File: config.mk
export PLATFORM = sky130hd
export DESIGN_NAME = gpio_mmio_ctrl
export DESIGN_NICKNAME = d
export VERILOG_FILES = /design/src/rtl/gpio_mmio_ctrl.sv
export SDC_FILE = /design/constraint.sdc
export NUM_CORES = 1
export LEC_CHECK = 0
export CAP_MARGIN = 20
export CORE_MARGIN = 5
export CORE_UTILIZATION = 48
export CTS_BUF_LIST = sky130_fd_sc_hd__clkbuf_16
export CTS_CLUSTER_DIAMETER = 30
export DETAILED_ROUTE_END_ITERATION = 12
export PLACE_DENSITY_LB_ADDON = 0.3
export SKIP_CTS_REPAIR_TIMING = 1
export SYNTH_ARGS = -nofsm -noshare
export SYNTH_HDL_FRONTEND = slang
export SYNTH_SLANG_ARGS = --single-unit
File: constraint.sdc
create_clock -name clk -period 2 [get_ports clk]
set_clock_uncertainty 0.1 [all_clocks]
set_input_delay 0.4 -clock clk [delete_from_list [all_inputs] [get_ports clk]]
set_output_delay 0.4 -clock clk [all_outputs]
set_load 0.03 [all_outputs]
File: src/rtl/gpio_mmio_ctrl.sv
module gpio_mmio_ctrl #(
  parameter int WIDTH    = 32,
  parameter int SET_MODE = 2,
  parameter int DIR_MODE = 1,
  parameter bit PIN0_MSB = 1'b0
) (
  input  logic             clk,
  input  logic             rst_n,
  input  logic             bus_sel,
  input  logic             bus_wr,
  input  logic [1:0]       bus_addr,
  input  logic [WIDTH-1:0] bus_wdata,
  output logic [WIDTH-1:0] bus_rdata,
  input  logic [WIDTH-1:0] pad_in,
  output logic [WIDTH-1:0] pad_oe,
  output logic [WIDTH-1:0] pad_out
);
  localparam logic [1:0] OFS_DATA = 2'd0;
  localparam logic [1:0] OFS_SET  = 2'd1;
  localparam logic [1:0] OFS_CLR  = 2'd2;
  localparam logic [1:0] OFS_DIR  = 2'd3;
  localparam logic [WIDTH-1:0] DIR_RESET = (DIR_MODE == 2) ? '1 : '0;

  logic [WIDTH-1:0] out_q, dir_q, meta_q, sync_q;
  logic [WIDTH-1:0] pad_bits, oe_bits, data_view;
  logic wr_en, rd_en;

  assign wr_en = bus_sel & bus_wr;
  assign rd_en = bus_sel & ~bus_wr;

  for (genvar n = 0; n < WIDTH; n++) begin : g_pin
    localparam int B = PIN0_MSB ? (WIDTH - 1 - n) : n;
    assign pad_bits[B] = pad_in[n];
    assign pad_out[n]  = out_q[B];
    assign pad_oe[n]   = oe_bits[B];
  end

  always_ff @(posedge clk) begin
    if (!rst_n) begin
      meta_q <= '0;
      sync_q <= '0;
    end else begin
      meta_q <= pad_bits;
      sync_q <= meta_q;
    end
  end

  always_ff @(posedge clk) begin
    if (!rst_n) begin
      out_q <= '0;
    end else if (wr_en) begin
      unique case (bus_addr)
        OFS_DATA: out_q <= bus_wdata;
        OFS_SET: begin
          if (SET_MODE == 1)      out_q <= bus_wdata;
          else if (SET_MODE == 2) out_q <= out_q | bus_wdata;
        end
        OFS_CLR: begin
          if (SET_MODE == 2) out_q <= out_q & ~bus_wdata;
        end
        default: ;
      endcase
    end
  end

  always_ff @(posedge clk) begin
    if (!rst_n)
      dir_q <= DIR_RESET;
    else if (wr_en && bus_addr == OFS_DIR && DIR_MODE != 0)
      dir_q <= bus_wdata;
  end

  assign oe_bits   = (DIR_MODE == 1) ? dir_q : (DIR_MODE == 2) ? ~dir_q : '1;
  assign data_view = (DIR_MODE == 0) ? sync_q
                   : ((oe_bits & out_q) | (~oe_bits & sync_q));

  always_comb begin
    bus_rdata = '0;
    if (rd_en) begin
      unique case (bus_addr)
        OFS_DATA: bus_rdata = data_view;
        OFS_SET,
        OFS_CLR:  bus_rdata = out_q;
        OFS_DIR:  bus_rdata = (DIR_MODE == 0) ? '0 : dir_q;
        default:  bus_rdata = '0;
      endcase
    end
  end
endmodule

==> summary.txt <==
Worst path top cell family by delay -> buffers and inverters
switching power -> 1.79 mW
full die area -> 0.0146 mm^2
synth-to-layout area growth -> 59.4%
FF-to-FF setup slack -> 0.96 ns
worst-path cell chain -> buf_8, buf_12, inv_12, ha_4, buf_6, clkbuf_16, nand2_1, a31o_1, a21oi_4, buf_6
Most used DFF post-synth -> dfxtp_1
vias in the first global route -> 5636
top cell type's share of synthesized area -> 43.3%
ranking of synthesized cells by area -> dfxtp_1 43%, nand2_1 8.1%, a21oi_1 8.0%
I/O pin total -> 166
Syn Area/Cell -> 8.70 um^2
Max Slew Vio Count -> 0
GP Congestion -> 0.842
final instance area -> 0.00942 mm^2
Setup TNS Final -> -8.37 ns
reg-to-reg critical path endpoint -> pad_out[9]
FF+latch count, synth -> 128
core area -> 0.0121 mm^2
Fmax achieved -> 434 MHz
All-Layer GR Usage -> 24.4%
Power Density -> 771 mW/mm^2
initial antenna violation count -> 0
critical path class -> in2out
Mapped Cells -> 680
CTS tree -> yes
Synth Net Count -> 755
Sw Share -> 24.7%
Initial DRC Count -> 410
Worst Hold End -> pad_oe[31]
DP HPWL -> 12600 um
Pint -> 5.47 mW
data arrival time of the critical path -> 1.81 ns
final hold slack -> 0.305 ns
Critical Path Sink Type -> output port
status -> finished, violations left
Final Worst Setup Slack -> -0.305 ns
Root Buffer -> clkbuf_16
placement row count -> 40
first-pass GRT wire length -> 28300 um
clock period minus worst slack -> 2.31 ns
total clock sinks -> 128
ys async rst share -> 0%
Ys Warns -> 0
crit-path max FO -> 10
Pleak -> 4.47 nW
layout cell share with drive strength beyond 1 -> 24.9%
Hold Vio Cnt, Final -> 0
Util after Layout -> 78.1%
most frequent CP cell -> buf_6
Detailed Route WL -> 19300 um
final setup violating endpoints -> 32
post-DR wirelength/cell -> 18.6 um
Worst Hold Path Cells -> 2
Worst Min Path Start -> rst_n
part of the power in registers -> 37.4%
RSZ-0062 raised after global routing -> true
CP peak stage delay -> 0.26 ns
Final period util -> 115%
Max Buffers Root-to-Sink -> 2
DR pass1 iterations -> 5
gr ovfl total -> 0
die height -> 121 um
post-route antenna net violation count -> 0
Clock Power Share -> 47.9%
placed cells -> 999
WP data required -> 1.50 ns
Max-slew headroom -> 75.5%
total number of vias -> 5698
DRC -> 0
Horiz. Die Dim -> 121 um
Initial Utilization -> 49.0%
antenna cells -> 0
final-stage net count -> 931
Synth area leader -> dfxtp_1
Worst Reg-to-Reg Cells -> 2
Synth Cell Area -> 0.00591 mm^2
sequential area share after synthesis -> 43.3%
Post-Layout Cell Count -> 1037
Logic pwr share -> 14.7%
Buf+Inv Stages, Crit Path -> 6
Peak VDD IR -> 0.000599 V
number of flops mapped to enable cells by yosys -> 0
Cell variety after synth -> 31
Least-Margin Pin Slew -> 0.367 ns
slowest CP cell -> a31o_1
clk_lat worst skew -> 0.42 ns
reg2reg start -> pad_out[9]
max_cap viols -> 0
CTS buffer count -> 17
Startpoint Class -> input port
failing checks -> negative setup slack
Hold Path Class -> in2reg
I/O Buffers -> 165
CTS clk-pin slew, worst paths -> 0.06 ns
area post-placement -> 0.00828 mm^2
largest net degree at the start of global routing -> 48
H-Tree Depth -> 4
routed vias/inst -> 5.49
-- worst register-to-register path, cell delays in order, from the launching register on --
cell	delay [ns]
dfxtp_1	0.40
a21oi_1	0.10
o32ai_1	0.32
-- cell families (layout without fill, tap and decap cells) --
logic type / count (synthesis) / after routing / share of synthesized area (%)
AO/OA/AOI/OAI: 225 / 225 / 27.9
adder cells (fa/ha/maj): 5 / 5 / 1.06
buffers and inverters: 90 / 279 / 8.15
flip-flops: 128 / 128 / 43.3
multiplexers: 1 / 1 / 0.169
AND/OR/NAND/NOR: 231 / 231 / 19.4
-- final cells by class --
type,count,area (um^2)
Multi-Input combinational cell,462,3420
Clock inverter,15,239
Fill cell,754,2640
Timing Repair Buffer,212,2420
Inverter,35,149
Sequential cell,128,2560
Clock buffer,17,425
Tap cell,168,210
-- sequential cells by signal, summed over array words and instances, names as in the netlist --
| register | cells |
|---|---|
| sync_q | 32 |
| meta_q | 32 |
| pad_out | 32 |
| pad_oe | 32 |
-- power by group through the flow --
stage | sequential [mW] | clock (mW) | combinational [mW]
CTS | 2.71 | 3.50 | 0.998
global placement | 2.76 | 0 | 0.962
floorplan | 2.82 | 0 | 0.507
finish | 2.72 | 3.48 | 1.07
detailed placement | 2.77 | 0 | 0.987
global route | 2.73 | 3.62 | 1.13
-- placed cells by master, fill, tap and decap left out, drive strengths merged, types with 5 or more instances in the layout --
cell           synthesis  final
and2                  64     64
clkdlybuf4s50          0     66
nor2b                 33     33
buf                   42     78
a21oi                 95     95
o32ai                 31     31
dlymetal6s2s           0     64
inv                   35     36
dfxtp                128    128
a211oi                31     31
a21boi                32     32
clkbuf                13     21
bufinv                 0      6
nand2                128    128
ha                     5      5
a31o                  31     31
-- layer usage --
layer | GRT usage (%) | vias up | part of all wire (%)
li1 | - | 2699 | -
met1 | 29.4 | 2745 | 41
met2 | 42.1 | 223 | 50
met3 | 5.78 | 31 | 6.4
met4 | 9.14 | 0 | 2.0
met5 | 0 | - | 0
-- worst max path at each step --
stage	startpoint	end	cells past startpoint
finish	bus_addr[0]	bus_rdata[13]	10
CTS	bus_addr[1]	bus_rdata[22]	8
floorplan	bus_addr[0]	bus_rdata[11]	8
detailed placement	bus_addr[0]	bus_rdata[23]	9
global route	bus_addr[0]	bus_rdata[31]	10
global placement	bus_addr[0]	bus_rdata[22]	9
-- Yosys cell counts, types with 2 or more instances --
cell type  count
clkbuf_2       3
nand2_1      128
buf_2         19
buf_4         11
a31o_2         2
dfxtp_1      128
a31o_1        29
a21oi_1       95
a21boi_0       2
and2_1        64
nand2b_1       2
buf_6         10
nor2b_1       33
ha_1           5
buf_1          2
inv_1         34
a21boi_2      30
clkbuf_1      10
o211ai_1       2
o32ai_1       30
a211oi_1      31
-- stage by stage --
| stage | total power, mW | setup WS (ns) |
|---|---|---|
| 5_1_grt | 7.47 | -0.341 |
| 4_1_cts | 7.21 | -0.740 |
| 3_5_place_dp | 3.75 | -0.700 |
| 6_report | 7.26 | -0.305 |
| 2_1_floorplan | 3.33 | -0.0199 |
| 3_3_place_gp | 3.73 | -0.677 |
Note: power is estimated with default switching activity, not from simulation.
